### config.mk
export PLATFORM = sky130hd
export DESIGN_NAME = charstr_engine
export DESIGN_NICKNAME = d
export VERILOG_FILES = /design/src/rtl/charstr_pkg.sv /design/src/rtl/charstr_rst_sync.sv /design/src/rtl/charstr_lane_get.sv /design/src/rtl/charstr_lane_put.sv /design/src/rtl/charstr_char_order.sv /design/src/rtl/charstr_engine.sv
export SDC_FILE = /design/constraint.sdc
export NUM_CORES = 1
export LEC_CHECK = 0
export BUFFER_PORTS_ARGS = -buffer_cell sky130_fd_sc_hd__buf_4
export CORE_ASPECT_RATIO = 0.6
export CORE_MARGIN = 1
export CORE_UTILIZATION = 55
export CTS_CLUSTER_SIZE = 14
export DETAILED_ROUTE_END_ITERATION = 8
export GPL_TIMING_DRIVEN = 0
export PLACE_DENSITY = 0.79
export SLEW_MARGIN = 20
export SYNTH_ARGS = -nofsm -noshare
export SYNTH_HDL_FRONTEND = slang
export SYNTH_HIERARCHICAL = 1
export SYNTH_SLANG_ARGS = --single-unit
export TNS_END_PERCENT = 50
### constraint.sdc
create_clock -name clk -period 4.51 [get_ports clk]
set_input_delay 0.902 -clock clk [delete_from_list [all_inputs] [get_ports clk]]
set_output_delay 0.902 -clock clk [all_outputs]
set_load 0.005 [all_outputs]
### src/rtl/charstr_pkg.sv
package charstr_pkg;
  localparam int unsigned CS_CHAR_W     = 6;
  localparam int unsigned CS_WORD_CHARS = 10;
  localparam int unsigned CS_ADDR_W     = 18;
  localparam int unsigned CS_LEN_W      = 12;

  typedef enum logic [2:0] {
    ST_IDLE,
    ST_RUN,
    ST_RD,
    ST_CAP,
    ST_WR,
    ST_DONE
  } cs_state_e;
endpackage

### src/rtl/charstr_rst_sync.sv
module charstr_rst_sync (
  input  logic clk,
  input  logic arst_n,
  output logic rst_n_o
);
  logic [1:0] sync_q;

  always_ff @(posedge clk or negedge arst_n) begin
    if (!arst_n) sync_q <= 2'b00;
    else         sync_q <= {sync_q[0], 1'b1};
  end

  assign rst_n_o = sync_q[1];
endmodule

### src/rtl/charstr_lane_get.sv
module charstr_lane_get #(
  parameter  int unsigned CHAR_W     = 6,
  parameter  int unsigned WORD_CHARS = 10,
  localparam int unsigned WORD_W     = CHAR_W * WORD_CHARS,
  localparam int unsigned POS_W      = $clog2(WORD_CHARS + 1)
) (
  input  logic [WORD_W-1:0] word_i,
  input  logic [POS_W-1:0]  pos_i,
  output logic [CHAR_W-1:0] char_o
);
  logic [CHAR_W-1:0] lane [WORD_CHARS];

  // lane 0 is the most significant character of the word
  for (genvar i = 0; i < WORD_CHARS; i++) begin : g_lane
    assign lane[i] = word_i[WORD_W-1-i*CHAR_W -: CHAR_W];
  end

  always_comb begin
    char_o = '0;
    for (int i = 0; i < WORD_CHARS; i++) begin
      if (pos_i == POS_W'(i)) char_o = lane[i];
    end
  end
endmodule

### src/rtl/charstr_lane_put.sv
module charstr_lane_put #(
  parameter  int unsigned CHAR_W     = 6,
  parameter  int unsigned WORD_CHARS = 10,
  localparam int unsigned WORD_W     = CHAR_W * WORD_CHARS,
  localparam int unsigned POS_W      = $clog2(WORD_CHARS + 1)
) (
  input  logic [WORD_W-1:0] word_i,
  input  logic [POS_W-1:0]  pos_i,
  input  logic [CHAR_W-1:0] char_i,
  output logic [WORD_W-1:0] word_o
);
  for (genvar i = 0; i < WORD_CHARS; i++) begin : g_lane
    assign word_o[WORD_W-1-i*CHAR_W -: CHAR_W] =
      (pos_i == POS_W'(i)) ? char_i : word_i[WORD_W-1-i*CHAR_W -: CHAR_W];
  end
endmodule

### src/rtl/charstr_char_order.sv
module charstr_char_order #(
  parameter int unsigned CHAR_W = 6
) (
  input  logic [CHAR_W-1:0] a_i,
  input  logic [CHAR_W-1:0] b_i,
  output logic              lt_o,
  output logic              gt_o
);
  assign lt_o = (a_i < b_i);
  assign gt_o = (a_i > b_i);
endmodule

### src/rtl/charstr_engine.sv
module charstr_engine
  import charstr_pkg::*;
#(
  parameter  int unsigned CHAR_W     = CS_CHAR_W,
  parameter  int unsigned WORD_CHARS = CS_WORD_CHARS,
  parameter  int unsigned ADDR_W     = CS_ADDR_W,
  parameter  int unsigned LEN_W      = CS_LEN_W,
  localparam int unsigned WORD_W     = CHAR_W * WORD_CHARS,
  localparam int unsigned POS_W      = $clog2(WORD_CHARS + 1)
) (
  input  logic              clk,
  input  logic              rst_n,
  input  logic              cmd_valid,
  output logic              cmd_ready,
  input  logic              cmd_is_cmp,
  input  logic [ADDR_W-1:0] cmd_src_addr,
  input  logic [POS_W-1:0]  cmd_src_pos,
  input  logic [ADDR_W-1:0] cmd_dst_addr,
  input  logic [POS_W-1:0]  cmd_dst_pos,
  input  logic [LEN_W-1:0]  cmd_len,
  output logic              busy,
  output logic              done,
  output logic              res_eq,
  output logic              res_lt,
  output logic              res_gt,
  output logic              mem_en,
  output logic              mem_we,
  output logic [ADDR_W-1:0] mem_addr,
  output logic [WORD_W-1:0] mem_wdata,
  input  logic [WORD_W-1:0] mem_rdata
);
  localparam logic [POS_W-1:0] LAST_POS = POS_W'(WORD_CHARS - 1);

  logic rst_n_s;

  cs_state_e         st_q, st_d;
  logic [ADDR_W-1:0] sa_q, sa_d, da_q, da_d;
  logic [POS_W-1:0]  sp_q, sp_d, dp_q, dp_d;
  logic [LEN_W-1:0]  rem_q, rem_d;
  logic [WORD_W-1:0] sbuf_q, sbuf_d, dbuf_q, dbuf_d;
  logic              sv_q, sv_d, dv_q, dv_d;
  logic              dirty_q, dirty_d, cmp_q, cmp_d, rdd_q, rdd_d;
  logic              eq_q, eq_d, lt_q, lt_d, gt_q, gt_d;

  logic [CHAR_W-1:0] s_ch, d_ch;
  logic [WORD_W-1:0] dbuf_merged;
  logic              c_lt, c_gt;
  logic              accept, data_en;

  charstr_rst_sync u_rst_sync (
    .clk     (clk),
    .arst_n  (rst_n),
    .rst_n_o (rst_n_s)
  );

  charstr_lane_get #(.CHAR_W(CHAR_W), .WORD_CHARS(WORD_CHARS)) u_get_src (
    .word_i (sbuf_q),
    .pos_i  (sp_q),
    .char_o (s_ch)
  );

  charstr_lane_get #(.CHAR_W(CHAR_W), .WORD_CHARS(WORD_CHARS)) u_get_dst (
    .word_i (dbuf_q),
    .pos_i  (dp_q),
    .char_o (d_ch)
  );

  charstr_lane_put #(.CHAR_W(CHAR_W), .WORD_CHARS(WORD_CHARS)) u_put_dst (
    .word_i (dbuf_q),
    .pos_i  (dp_q),
    .char_i (s_ch),
    .word_o (dbuf_merged)
  );

  charstr_char_order #(.CHAR_W(CHAR_W)) u_order (
    .a_i  (s_ch),
    .b_i  (d_ch),
    .lt_o (c_lt),
    .gt_o (c_gt)
  );

  assign cmd_ready = rst_n_s && (st_q == ST_IDLE);
  assign accept    = cmd_valid && cmd_ready;
  assign busy      = (st_q != ST_IDLE);
  assign done      = (st_q == ST_DONE);
  assign res_eq    = eq_q;
  assign res_lt    = lt_q;
  assign res_gt    = gt_q;
  assign data_en   = accept || busy;

  // next-state logic
  always_comb begin
    st_d      = st_q;
    sa_d      = sa_q;
    da_d      = da_q;
    sp_d      = sp_q;
    dp_d      = dp_q;
    rem_d     = rem_q;
    sbuf_d    = sbuf_q;
    dbuf_d    = dbuf_q;
    sv_d      = sv_q;
    dv_d      = dv_q;
    dirty_d   = dirty_q;
    cmp_d     = cmp_q;
    rdd_d     = rdd_q;
    eq_d      = eq_q;
    lt_d      = lt_q;
    gt_d      = gt_q;
    mem_en    = 1'b0;
    mem_we    = 1'b0;
    mem_addr  = da_q;
    mem_wdata = dbuf_q;

    unique case (st_q)
      ST_IDLE: begin
        if (accept) begin
          st_d    = ST_RUN;
          sa_d    = cmd_src_addr;
          da_d    = cmd_dst_addr;
          sp_d    = cmd_src_pos - 1'b1;
          dp_d    = cmd_dst_pos - 1'b1;
          rem_d   = cmd_len;
          cmp_d   = cmd_is_cmp;
          sv_d    = 1'b0;
          dv_d    = 1'b0;
          dirty_d = 1'b0;
          eq_d    = 1'b0;
          lt_d    = 1'b0;
          gt_d    = 1'b0;
        end
      end

      ST_RUN: begin
        if (rem_q == '0) begin
          if (dirty_q) begin
            st_d = ST_WR;
          end else begin
            st_d = ST_DONE;
            eq_d = cmp_q;
          end
        end else if (!sv_q) begin
          st_d  = ST_RD;
          rdd_d = 1'b0;
        end else if (!dv_q) begin
          st_d  = ST_RD;
          rdd_d = 1'b1;
        end else begin
          rem_d = rem_q - 1'b1;
          if (sp_q == LAST_POS) begin
            sp_d = '0;
            sa_d = sa_q + 1'b1;
            sv_d = 1'b0;
          end else begin
            sp_d = sp_q + 1'b1;
          end
          if (dp_q == LAST_POS) dp_d = '0;
          else                  dp_d = dp_q + 1'b1;

          if (cmp_q) begin
            if (c_lt || c_gt) begin
              lt_d = c_lt;
              gt_d = c_gt;
              st_d = ST_DONE;
            end else if (dp_q == LAST_POS) begin
              da_d = da_q + 1'b1;
              dv_d = 1'b0;
            end
          end else begin
            dbuf_d  = dbuf_merged;
            dirty_d = 1'b1;
            if (dp_q == LAST_POS) st_d = ST_WR;
          end
        end
      end

      ST_RD: begin
        mem_en   = 1'b1;
        mem_addr = rdd_q ? da_q : sa_q;
        st_d     = ST_CAP;
      end

      ST_CAP: begin
        if (rdd_q) begin
          dbuf_d = mem_rdata;
          dv_d   = 1'b1;
        end else begin
          sbuf_d = mem_rdata;
          sv_d   = 1'b1;
        end
        st_d = ST_RUN;
      end

      ST_WR: begin
        mem_en    = 1'b1;
        mem_we    = 1'b1;
        mem_addr  = da_q;
        mem_wdata = dbuf_q;
        dirty_d   = 1'b0;
        dv_d      = 1'b0;
        da_d      = da_q + 1'b1;
        st_d      = ST_RUN;
      end

      ST_DONE: st_d = ST_IDLE;

      default: st_d = ST_IDLE;
    endcase
  end

  // control registers
  always_ff @(posedge clk or negedge rst_n_s) begin
    if (!rst_n_s) begin
      st_q    <= ST_IDLE;
      sv_q    <= 1'b0;
      dv_q    <= 1'b0;
      dirty_q <= 1'b0;
      cmp_q   <= 1'b0;
      eq_q    <= 1'b0;
      lt_q    <= 1'b0;
      gt_q    <= 1'b0;
    end else begin
      st_q    <= st_d;
      sv_q    <= sv_d;
      dv_q    <= dv_d;
      dirty_q <= dirty_d;
      cmp_q   <= cmp_d;
      eq_q    <= eq_d;
      lt_q    <= lt_d;
      gt_q    <= gt_d;
    end
  end

  // datapath registers, no reset, enabled only when working
  always_ff @(posedge clk) begin
    if (data_en) begin
      sa_q   <= sa_d;
      da_q   <= da_d;
      sp_q   <= sp_d;
      dp_q   <= dp_d;
      rem_q  <= rem_d;
      sbuf_q <= sbuf_d;
      dbuf_q <= dbuf_d;
      rdd_q  <= rdd_d;
    end
  end
endmodule

Yosys cells after proc, flatten, opt, wreduce, memory -nomap -nowiden

Index checks and enable logic that the tools add are counted.
Widths: inputs -> output; s select.

Flip-flop bits (word level): 189
Bits of input ports: 120
Logic and storage cells: 240
Output and inout bits: 86

Bitwise logic cells: 2
Magnitude comparators: 2
Reduce and logical (&&, ||, !) cells: 38
Eq/ne operators: 49
$add $sub $neg: 7
Muxes and demuxes: 116

Operator list:

| operator              | number |
|---|---|
| $mux 60               | 5 |
| $mux 18               | 14 |
| $mux 6                | 30 |
| $pmux 60 s2           | 1 |
| $reduce_and 8->1      | 10 |
| $pmux 18 s3           | 1 |
| $mux 12               | 4 |
| $mux 4                | 10 |
| $add 18x1->18 const B | 2 |
| $pmux 18 s2           | 1 |
| $mux 1                | 33 |
| $eq 4x3->1 const B    | 8 |
| $ne 2x2->1 const B    | 15 |
| $pmux 12 s2           | 1 |
| $mux 3                | 7 |
| $ne 2x1->1 const B    | 9 |
| $eq 4x2->1 const B    | 4 |
| $eq 4x4->1 const B    | 4 |
| $pmux 4 s2            | 2 |
| $reduce_and 7->1      | 2 |
| $logic_not 12->1      | 1 |
| $ne 6x6->1 const B    | 2 |
| $pmux 3 s4            | 1 |
| $reduce_and 4->1      | 3 |
| other kinds (26)      | 44 |

Logic depth before layout (Yosys ltp)

Gate-level depths: netlist (run 1).

Depth after elaboration: 19
Depth in mapped cells: 14
Mapped depth without buffers: 12

By module

Netlist (run 1), hierarchy kept.

By module, submodules not included:

| module             | area an instance (um2) | times used | cells each | seq. area each (um2) |
|---|---|---|---|---|
| charstr_engine     | 8541.9                 | 1          | 631        | 5565.3 |
| charstr_lane_get   | 551.8                  | 2          | 54         | 0.0 |
| charstr_lane_put   | 904.6                  | 1          | 78         | 0.0 |
| charstr_char_order | 161.4                  | 1          | 23         | 0.0 |
| charstr_rst_sync   | 53.8                   | 1          | 3          | 50.0 |

Worst setup path after synthesis (run 1)

No wires, ideal clock.

Path kind: flip-flop to flip-flop
Start point: register rem_q[0]
End point: register dbuf_q[0] (netlist: mem_wdata[0]), enable pin
Required time: 3.958 ns
Library setup time: 0.552 ns
Setup slack: -1.381 ns
Arrival: 5.339 ns
Stages on the path, launching flop included: 9
Clock period less this slack: 5.891 ns
Path buffers: 2
Path through: edfxtp_1 -> inv_1 -> ha_1 -> or4b_1 -> buf_2 -> or4_4 -> buf_6 -> a21oi_2 -> nor3_1

Cells in the longest elaborated chain, start to end: 3

RTL lines:

| item                              | RTL line              | RTL |
|---|---|---|
| start, declared                   | charstr_engine.sv:39  | `logic [LEN_W-1:0] rem_q, rem_d;` |
| start signal, assigned            | charstr_engine.sv:240 | `rem_q <= rem_d;` |
| $logic_not 12->1                  | charstr_engine.sv:134 | `if (rem_q == '0) begin` |
| $ne 2x2->1 (no source line)       | --                    |  |
| $reduce_and 8->1 (no source line) | --                    |  |
| end signal, assigned              | charstr_engine.sv:242 | `dbuf_q <= dbuf_d;` |
| end, declared                     | charstr_engine.sv:40  | `logic [WORD_W-1:0] sbuf_q, sbuf_d, dbuf_q, dbuf_d;` |

No other way between the ends.
A chain may end at the register's enable or synchronous reset.

Final worst setup path (run 1)

Start point: register sp_q[0]
End point: register da_q[11], enable pin

Cells in the longest elaborated chain, start to end: 15
Elaborated cells between the ends (all ways): 25
Those cells by class: order compare (2); eq/ne (10); mux (10); reduce/logical (3)

RTL lines:

| item                                | RTL line                 | RTL |
|---|---|---|
| start, declared                     | charstr_engine.sv:38     | `logic [POS_W-1:0] sp_q, sp_d, dp_q, dp_d;` |
| start signal, assigned              | charstr_engine.sv:238    | `sp_q <= sp_d;` |
| $logic_not 4->1                     | charstr_lane_get.sv:21   | `if (pos_i == POS_W'(i)) char_o = lane[i];` |
| $mux 6 (9 in series)                | charstr_lane_get.sv:21   |  |
| $mux 6 *                            | charstr_lane_get.sv:21   |  |
| named net s_ch[3]                   | charstr_engine.sv:45     | `logic [CHAR_W-1:0] s_ch, d_ch;` |
| $gt 6x6->1 *                        | charstr_char_order.sv:10 | `assign gt_o = (a_i > b_i);` |
| named net c_gt                      | charstr_engine.sv:47     | `logic c_lt, c_gt;` |
| $logic_or 1x1->1 *                  | charstr_engine.sv:160    | `if (c_lt \|\| c_gt) begin` |
| $ne 2x2->1 (no source line) *       | --                       |  |
| $reduce_and 9->1 (no source line) * | --                       |  |
| end signal, assigned                | charstr_engine.sv:237    | `da_q <= da_d;` |
| end, declared                       | charstr_engine.sv:37     | `logic [ADDR_W-1:0] sa_q, sa_d, da_q, da_d;` |

The timed path passes the listed nets; every way through them passes the cells marked *.

==> results of run 1 <==
[synthesized netlist by cell type (all sizes together) (8+ instances only)]
cell,n
nand2,56
buf,24
o221ai,26
nor2,37
xor2,13
xnor2,24
dfrtp,12
a21oi,25
ha,11
or4,8
nand4,12
mux2i,16
nor3b,15
or3,9
nor3,11
o21ai,40
mux4,12
a22oi,13
inv,26
a31oi,12
mux2,150
edfxtp,177
nand3,14
clkbuf,23
[metal layers]
metal / global-route usage / share of wire
met4: 0.06363 / 0.010
met1: 0.5050 / 0.46
met2: 0.4226 / 0.41
met5: 0 / 0
met3: 0.09166 / 0.12
[logic make-up after synthesis]
group | share of synthesized area
AND/OR/NAND/NOR | 0.1117
flip-flops | 0.5216
multiplexers | 0.1969
AO/OA/AOI/OAI | 0.08822
buffers and inverters | 0.03835
XOR/XNOR | 0.03010
adder cells (fa/ha/maj) | 0.01278
other | 0.0003483
[cell usage in the layout (no fill, tap or decap), types with 14 or more instances in the layout]
cell	instances
a21oi_1	21
buf_4	207
clkbuf_1	21
clkbuf_16	17
edfxtp_1	177
inv_1	26
mux2_2	150
nand2_1	56
nand3_1	14
nor2_1	36
nor3b_1	15
o21ai_0	40
o221ai_1	20
xnor2_1	24
[path summary, 6_finish.rpt]
path | startpoint | cells past startpoint | to | slack, ns
hold reg to reg | u_rst_sync/sync_q[1] | 0 | dirty_q | 0.23
max in group asynchronous | u_rst_sync/sync_q[1] | 0 | dv_q | 3.91
setup reg to reg | sp_q[0] | 12 | da_q[11] | 0.14
hold / removal | u_rst_sync/sync_q[1] | 0 | dirty_q | 0.23
setup / recovery | sp_q[0] | 12 | da_q[11] | 0.14
min in group clk | u_rst_sync/sync_q[0] | 0 | u_rst_sync/sync_q[1] | 0.35
[sequential cells by signal, summed over array words and instances, names as in the netlist]
signal and cells:
sp_q 4, u_rst_sync/sync_q 2, res_eq 1, rdd_q 1, mem_wdata 60, sv_q 1
rem_q 12, sbuf_q 60, cmp_q 1, st_q 3, res_gt 1, da_q 18
sa_q 18, res_lt 1, dp_q 4, dv_q 1, dirty_q 1
[per-stage QoR]
step	hold slack, ns	cell area (um^2)
floorplan	0.1470	10770
finish	0.2290	13620
detailed placement	0.2251	12850
global placement	0.2246	12640
CTS	0.2194	13570
global route	0.2176	13620
[final cells by class]
class | instances | area share
plain buffers | 51 | 0.02306
clock buffers | 17 | 0.03123
clock inverters | 15 | 0.01433
inverters | 27 | 0.007440
multi-input cells | 576 | 0.3611
flip-flops and latches | 189 | 0.4122
well taps | 266 | 0.02443
repair buffers | 216 | 0.1262
[critical path, delay by kind of cell (launching register included)]
| kind | cells | cell delay, ns |
|---|---|---|
| simple gates | 3 | 0.68 |
| fa+ha+maj | 1 | 0.41 |
| flops | 1 | 0.51 |
| buf+inv | 2 | 0.44 |
| compound gates | 5 | 1.43 |
| mux | 1 | 0.59 |
[report_power, final]
part | internal [mW] | leakage [nW] | total, mW | switching, mW
registers | 2.90 | 1.78 | 3.48 | 0.577
clock network | 0.927 | 0.303 | 1.60 | 0.675
logic | 2.44 | 2.93 | 5.44 | 3.00
[timing repair]
action | 4_1_cts | 5_1_grt
buffers inserted | 2 | 0
gates resized for setup | 9 | 8
setup endpoints to repair | 18 | 18
gates cloned | 0 | 0
pin swaps | 0 | 1
==> flow_summary_export.csv, run 1 <==
group,metric,value,unit
run_status,result_of_the_run,"complete, no violations",
global_route,initial_antenna_violation_count,0,
cts,clock_tree.buffer_depth,2,
floorplan,die_area,20160,um^2
timing,post-route-period-util,0.9692,
global_route,vias_in_the_first_global_route,7610,
cts,clkTransAtPathRegs,0.07,ns
synthesis,synth_flop_cell,"edfxtp_1",
timing,timing.slew.headroom,0.3820,
final_layout,multiInputGateArea,4918,um^2
setup_path,worst_path_most_repeated_cell,"nand4_1",
cts,tritoncts,"yes",
cts,cts_buffers,17,
timing,timing.final.max_slew_violations,0,
setup_path,crit_path_max_incr_delay,0.59,ns
setup_path,cp-start-kind,"flip-flop",
power,ir_drop,0.3959,mV
setup_path,cp_cell_sequence,"buf_6 > mux4_2 > o221ai_1 > o221ai_4 > ha_1 > nand4_1 > a21oi_2 > o32a_1 > nor4_2 > nand4_1 > a21oi_4 > buf_8",
timing,hold_violations,0,
place,routabilityCongestion,0.9205,
detailed_routing,detailedRoute.firstPassIterationCount,5,
synthesis,synth.area.top_cells,"edfxtp_1, mux2_2, dfrtp_1",
floorplan,start_util,0.5642,
detailed_routing,dr_total_vias,8475,
timing,timing.final.setup_violations,0,
global_route,grt_first_pass_wirelength,46.35,mm
worst_hold_path,worst_hold_path_type,"flip-flop to asynchronous set/reset pin",
cts,cts-hold-fix-buffers,0,
detailed_routing,drc_errors,0,
synthesis,synthArstFlopShare,0.06349,
place,dp_cells,1323,
place,portBuffers,205,
final_layout,finalNonFillerCells,1357,
synthesis,synth_enable_flop_cells,177,
floorplan,fp.coreArea,19080,um^2
floorplan,boundaryPins,206,
timing,clock.fmax,228.8,MHz
timing,setup_slack,0.1389,ns
cts,clock_tree.htree_level_count,4,
synthesis,post_synth.cell_area_avg,12.77,um^2
global_route,gr-usage-all-layers,0.3182,
timing,timing.final.crit_period,4.371,ns
final_layout,final_net_count,1209,
timing,finalSetupTns,0,ns
synthesis,syn_nets,974,
final_layout,antenna_cells,0,
power,p_total,10.53,mW
synthesis,proportion_of_synthesized_chip_area_in_sequential_cells,0.5216,
power,p_leak,5.016,nW
timing,tightest_slew,0.9146,ns
detailed_routing,drt-vias-per-instance,6.245,
setup_path,crit_slowest_cell,"mux4_2",
final_layout,syn2layout_area_growth,26.53,%
run,max_cap_check_violation_count,0,
power,power_density,772.7,nW/um^2
setup_path,critical_path_arrival,4.52,ns
synthesis,yosys.area.top_type_share,0.4937,
cts,clkSinkCount,189,
cts,worstSkewPairLatency,0.44,ns
final_layout,final_core_utilization,0.7139,
setup_path,timing.critical_path.required,4.66,ns
synthesis,synthCells,843,
global_route,maximum_number_of_pins_on_one_net_before_global_route_repair,25,
final_layout,ff_latch_area,5615,um^2
floorplan,fp.dieH,110.4,um
final_layout,fillers,1331,
setup_path,worstSetupPathType,"flip-flop to flip-flop",
floorplan,fp_rows,39,
place,detailedPlacementHpwl,23.51,mm
detailed_routing,wl_cell,23.54,um
setup_path,crit_path_end_kind,"flip-flop",
synthesis,netlist-cell-type-count,63,
timing,final.setup_skew,0.009420,ns
synthesis,synth.largest_area_cell,"edfxtp_1",
synthesis,syn-cell-area,10770,um^2
place,detailedPlace.worstSlack,-0.3610,ns
floorplan,die_width,182.6,um
cts,ctsRootBufferMaster,"clkbuf_16",
global_route,overflow,0,
detailed_routing,detailedRoute.firstIterationViolations,1157,
detailed_routing,route.antenna.remaining_nets,0,
final_layout,fraction_of_layout_cells_with_a_size_suffix_above_1,0.4180,
detailed_routing,finalWirelength,31.94,mm
setup_path,cp_max_fo,12,
synthesis,synth_warnings,6,
synthesis,number_of_storage_elements_in_the_synthesis_netlist,189,
Note: power is estimated with default switching activity, not from simulation.
==> inputs of run 2 (changes only) <==
CORE_UTILIZATION = 61   (was 55)
PLACE_DENSITY = 0.87   (was 0.79)
==> run 2 against run 1 <==
Utilization grew 7.4 points. Count of clock-buffer cells in the layout up 1. Combinational power is essentially flat. Wire length up 1.5%. Worst setup slack worse by 0.044 ns. Hold slack better by 0.0044 ns. Critical path depth grew 1.
==> flow_summary_export.csv, run 2 (synthesis gave the netlist of run 1 again) <==
group,metric,value,unit
run_status,result_of_the_run,"complete, no violations",
floorplan,die_area,18200,um^2
global_route,overflow,0,
timing,timing.final.max_slew_violations,0,
timing,timing.slew.headroom,0.3814,
power,netSwitchingPower,4.351,mW
place,portBuffers,205,
detailed_routing,dr_total_vias,8731,
setup_path,timing.rr.end,"da_q[4]",
power,p_total,10.53,mW
power,power_density,776.4,nW/um^2
setup_path,timing.critical_path.required,4.66,ns
timing,finalSetupTns,0,ns
setup_path,beginning_of_the_critical_path,"sp_q[0]",
cts,clock_tree.buffer_depth,2,
power,p_seq_frac,0.331,
cts,cts-hold-fix-buffers,0,
detailed_routing,wl_cell,24.36,um
cts,clock_tree.htree_level_count,4,
setup_path,cp_max_fo,12,
final_layout,fillers,988,
final_layout,finalNonFillerCells,1331,
global_route,initial_antenna_violation_count,0,
final_layout,final_common_cell,"buf_4",
detailed_routing,drc_errors,0,
final_layout,syn2layout_area_growth,25.99,%
floorplan,fp_rows,37,
power,switching_share,0.4132,
timing,rsz0062_at_grt,"no",
detailed_routing,drt-vias-per-instance,6.560,
power,p_leak,5.045,nW
detailed_routing,finalWirelength,32.42,mm
place,dp_cells,1293,
final_layout,final_core_utilization,0.7876,
detailed_routing,detailedRoute.firstIterationViolations,1351,
cts,worstSkewPairLatency,0.44,ns
timing,final.setup_skew,0.01465,ns
place,detailedPlace.worstSlack,-0.4727,ns
place,routabilityCongestion,0.9147,
cts,clkSinkCount,189,
detailed_routing,detailedRoute.firstPassIterationCount,6,
setup_path,worstSetupPathType,"flip-flop to flip-flop",
setup_path,r2r_cells,13,
timing,timing.final.crit_period,4.415,ns
power,clock_power_share,0.152,
global_route,vias_in_the_first_global_route,8302,
floorplan,die_width,173.5,um
global_route,maximum_number_of_pins_on_one_net_before_global_route_repair,29,
power,internal_power_of_the_cells,6.179,mW
global_route,grt_util_met1,0.5255,
timing,post-route-period-util,0.9790,
cts,clkTransAtPathRegs,0.08,ns
setup_path,cp-start-kind,"flip-flop",
setup_path,flop_to_flop_setup_slack,0.09,ns
cts,cts_buffers,17,
timing,clock.fmax,226.5,MHz
floorplan,boundaryPins,206,
worst_hold_path,worst_hold_path_type,"input pin to asynchronous set/reset pin",
cts,ctsRootBufferMaster,"clkbuf_16",
timing,tightest_slew,0.9155,ns
run,max_cap_check_violation_count,0,
detailed_routing,route.antenna.remaining_nets,0,
global_route,grt_first_pass_wirelength,48.02,mm
final_layout,final_net_count,1215,
setup_path,crit_path_end_kind,"flip-flop",
global_route,use_met3,0.1157,
setup_path,worst_setup_path_endpoint,"da_q[4]",
floorplan,fp.dieH,104.9,um
power,pwr-share-comb,0.517,
timing,timing.final.setup_violations,0,
place,detailedPlacementHpwl,23.14,mm
timing,hold_violations,0,
setup_path,r2r_start,"sp_q[0]",
final_layout,final_cell_mix,"buf_4, edfxtp_1, mux2_2",
final_layout,fraction_of_layout_cells_with_a_size_suffix_above_1,0.4193,
final_layout,antenna_cells,0,
floorplan,start_util,0.6251,
global_route,gr-max-usage-layer,"met1",
global_route,met2_track_usage_gr,0.4991,
cts,tritoncts,"yes",
timing,setup_slack,0.09460,ns
global_route,gr-usage-all-layers,0.3550,
power,ir_drop,0.4167,mV
setup_path,critical_path_arrival,4.56,ns
floorplan,fp.coreArea,17220,um^2
==> run 2: changes by cell type in the layout (fill, tap and decap cells not counted), sizes merged <==
| cell | before | now |
|---|---|---|
| buf | 239 | 246 |
| bufinv | 4 | 2 |
| clkinv | 8 | 6 |
| clkinvlp | 2 | 0 |
| inv | 28 | 33 |
==> run 2: cell type report <==
| type | instances | area, um^2 | area share |
|---|---|---|---|
| Buffer | 51 | 314.1 | 0.02315 |
| Clock inverter | 14 | 202.7 | 0.01494 |
| Inverter | 27 | 101.3 | 0.007472 |
| Tap cell | 234 | 292.8 | 0.02159 |
| Timing Repair Buffer | 222 | 1754 | 0.1293 |
| Multi-Input combinational cell | 576 | 4853 | 0.3578 |
| Sequential cell | 189 | 5615 | 0.4140 |
| Clock buffer | 18 | 429.2 | 0.03164 |
==> run 2: stage by stage <==
| step | instance area (um^2) | hold slack, ns |
|---|---|---|
| after floorplan | 10770 | 0.1470 |
| after global routing | 13560 | 0.2223 |
| after CTS | 13500 | 0.2294 |
| final | 13560 | 0.2333 |
| after global placement | 12600 | 0.2224 |
| after detailed placement | 12800 | 0.2283 |
==> run 2: repair_timing <==
item	4_1_cts	5_1_grt
setup buffers	2	4
cloned	0	0
endpoints found under the setup margin	19	18
pin swaps	0	1
gates resized for setup	6	5
==> run 2: worst min-delay path by stage <==
stage,to,slack [ns],cells after the start
final,u_rst_sync/sync_q[1],0.23,1
after global routing,u_rst_sync/sync_q[1],0.22,1
after CTS,u_rst_sync/sync_q[1],0.23,1
after detailed placement,sv_q,0.23,0
after global placement,sv_q,0.22,0
after floorplan,cmp_q,0.15,0
==> run 2: critical path: stages (launching register included) <==
cell and delay, ns:
edfxtp_1 0.52, buf_6 0.24, mux4_2 0.61, o221ai_1 0.26, o221ai_2 0.23, buf_2 0.27, ha_1 0.31, nand4_1 0.14
a21oi_2 0.05, o32a_1 0.39, nor4_2 0.38, nand4_1 0.21, a21oi_4 0.30, buf_8 0.19
==> run 2: power by group through the flow <==
| stage | Combinational, mW | Sequential (mW) | Clock [mW] |
|---|---|---|---|
| floorplan | 3.24 | 3.33 | 0 |
| global placement | 4.74 | 3.50 | 0 |
| detailed placement | 5.08 | 3.48 | 0 |
| CTS | 5.23 | 3.45 | 1.60 |
| global route | 5.77 | 3.54 | 1.67 |
| finish | 5.44 | 3.49 | 1.60 |
==> run 2: per-layer routing <==
layer  vias up  wire [um]
met4         0        563
met2       670      13870
met5         -          0
li1       3768          -
met1      4227      13160
met3        66       4824
==> inputs of run 3 (changes only) <==
CORE_UTILIZATION = 40   (was 61)
PLACE_DENSITY = 0.61   (was 0.87)
==> run 3 against run 2 <==
Final cell count rose by 9.5%. Final area rose by 1.1%. Highest routed layer unchanged. Total power is 0.98% lower. Non-clock buffer count grew 1. Largest power group unchanged. Combinational power increased by 0.9%. Clock skew fell by 0.0031 ns. Die area rose by 52%.
==> flow_summary_export.csv, run 3 (synthesis gave the netlist of run 1 again) <==
group,metric,value,unit
power,pwr-share-comb,0.527,
setup_path,cp_cell_sequence,"buf_6 > mux4_2 > o221ai_1 > o221ai_4 > ha_1 > nand4_1 > a21oi_2 > o32a_1 > nor4_2 > nand4_1 > a21oi_4 > buf_6",
setup_path,crit_slowest_cell,"mux4_2",
global_route,vias_in_the_first_global_route,7483,
global_route,overflow,0,
setup_path,worstSetupPathType,"flip-flop to flip-flop",
timing,timing.slew.headroom,0.4449,
cts,clkTransAtPathRegs,0.07,ns
place,detailed_place.area,12970,um^2
power,ir_drop,0.2857,mV
global_route,gr-usage-all-layers,0.2413,
global_route,gr-max-usage-layer,"met1",
final_layout,final_core_utilization,0.5191,
detailed_routing,detailedRoute.firstIterationViolations,671,
run_status,result_of_the_run,"complete, no violations",
setup_path,cp-start-kind,"flip-flop",
timing,hold_violations,0,
cts,clkSinkCount,189,
final_layout,fillers,2319,
cts,worstSkewPairLatency,0.45,ns
cts,cts-hold-fix-buffers,0,
cts,clock_tree.htree_level_count,4,
place,portBuffers,205,
floorplan,fp.coreArea,26420,um^2
final_layout,final_cell_mix,"buf_4, edfxtp_1, mux2_2",
cts,cts_buffers,17,
global_route,maximum_number_of_pins_on_one_net_before_global_route_repair,24,
power,internal_power_of_the_cells,6.208,mW
worst_hold_path,worst_hold_path_type,"flip-flop to asynchronous set/reset pin",
setup_path,timing.critical_path.required,4.66,ns
detailed_routing,drc_errors,0,
timing,timing.final.crit_period,4.362,ns
floorplan,fp.dieH,129.1,um
setup_path,worst_path_dominant_cell_family,"compound AO/OA/AOI/OAI gates",
final_layout,ff_latch_area,5615,um^2
timing,tightest_slew,0.8327,ns
timing,timing.final.max_slew_violations,0,
detailed_routing,finalWirelength,32.96,mm
detailed_routing,drt-vias-per-instance,5.642,
final_layout,final_design_area_no_fill,13710,um^2
timing,post-route-period-util,0.9673,
power,power_density,760.2,nW/um^2
floorplan,die_width,213.8,um
place,detailedPlacementHpwl,25.07,mm
final_layout,final_common_cell,"buf_4",
final_layout,multiInputGateArea,4903,um^2
setup_path,crit_path_max_incr_delay,0.58,ns
timing,rsz0062_at_grt,"no",
detailed_routing,wl_cell,22.61,um
cts,ctsRootBufferMaster,"clkbuf_16",
place,routabilityCongestion,0.9080,
timing,clock.fmax,229.2,MHz
global_route,met2_track_usage_gr,0.3144,
floorplan,boundaryPins,206,
power,netSwitchingPower,4.218,mW
global_route,grt_first_pass_wirelength,47.87,mm
timing,hold_ws,0.2184,ns
setup_path,cp_max_fo,13,
power,clock_power_share,0.142,
timing,timing.final.setup_violations,0,
detailed_routing,dr_total_vias,8226,
power,p_leak,5.019,nW
timing,final.setup_skew,0.01156,ns
final_layout,final_net_count,1216,
setup_path,critical_path_arrival,4.51,ns
floorplan,die_area,27590,um^2
setup_path,crit_path_end_kind,"flip-flop",
detailed_routing,route.antenna.remaining_nets,0,
power,switching_share,0.4046,
floorplan,start_util,0.4075,
final_layout,syn2layout_area_growth,27.39,%
final_layout,antenna_cells,0,
run,max_cap_check_violation_count,0,
timing,setup_slack,0.1476,ns
power,p_seq_frac,0.331,
global_route,grt_util_met1,0.3931,
final_layout,fraction_of_layout_cells_with_a_size_suffix_above_1,0.4162,
cts,tritoncts,"yes",
cts,clock_tree.buffer_depth,2,
floorplan,fp_rows,46,
detailed_routing,detailedRoute.firstPassIterationCount,8,
global_route,use_met3,0.05914,
global_route,initial_antenna_violation_count,0,
setup_path,count_of_buffering_cells_on_the_critical_path_with_inverters_included,2,
place,detailedPlace.worstSlack,-0.5105,ns
## run 3: cell types whose count changed in the layout (fill, tap and decap cells not counted), sizes merged
cell / previous run / this run
inv: 33 / 26
clkbuf: 41 / 42
clkinv: 6 / 13
## run 3: worst paths after layout
path	start	slack [ns]	to	cells after the start
setup / recovery	sp_q[0]	0.15	da_q[5]	12
min in group clk	u_rst_sync/sync_q[0]	0.36	u_rst_sync/sync_q[1]	0
hold reg to reg	u_rst_sync/sync_q[1]	0.22	st_q[1]	0
hold / removal	u_rst_sync/sync_q[1]	0.22	st_q[1]	0
max in group asynchronous	u_rst_sync/sync_q[1]	3.92	st_q[0]	0
setup reg to reg	sp_q[0]	0.15	da_q[5]	12
## run 3: metrics by stage
step | total power [mW] | std cells | setup TNS, ns
CTS | 10.27 | 1451 | 0
floorplan | 6.576 | 843 | 0
detailed placement | 8.661 | 1417 | -8.135
global route | 11.00 | 1458 | 0
global placement | 8.441 | 1408 | -148.13
finish | 10.43 | 1458 | 0
## run 3: repair_timing
item,4_1_cts,5_1_grt
setup endpoints to repair,19,18
pin swaps,0,1
setup buffers,2,7
resized for setup,9,6
## run 3: power by group through the flow
stage          registers (mW)  logic, mW  clock network, mW
2_1_floorplan            3.33       3.24                  0
3_3_place_gp             3.53       4.91                  0
3_5_place_dp             3.46       5.20                  0
4_1_cts                  3.44       5.33               1.50
5_1_grt                  3.53       5.89               1.57
6_report                 3.45       5.49               1.48
## run 3: per-layer routing
metal  wire (um)  share of wire
met4         267         0.0081
met3        3019          0.092
met2       13240           0.40
met5           0              0
met1       16430           0.50
## run 3: final cells by class
class                           count  share of cell area
Inverter                           27            0.007390
Timing Repair Buffer              223              0.1293
Buffer                             51             0.02290
Clock buffer                       18             0.03129
Multi-Input combinational cell    576              0.3575
Tap cell                          360             0.03284
Clock inverter                     14            0.009306
Sequential cell                   189              0.4095
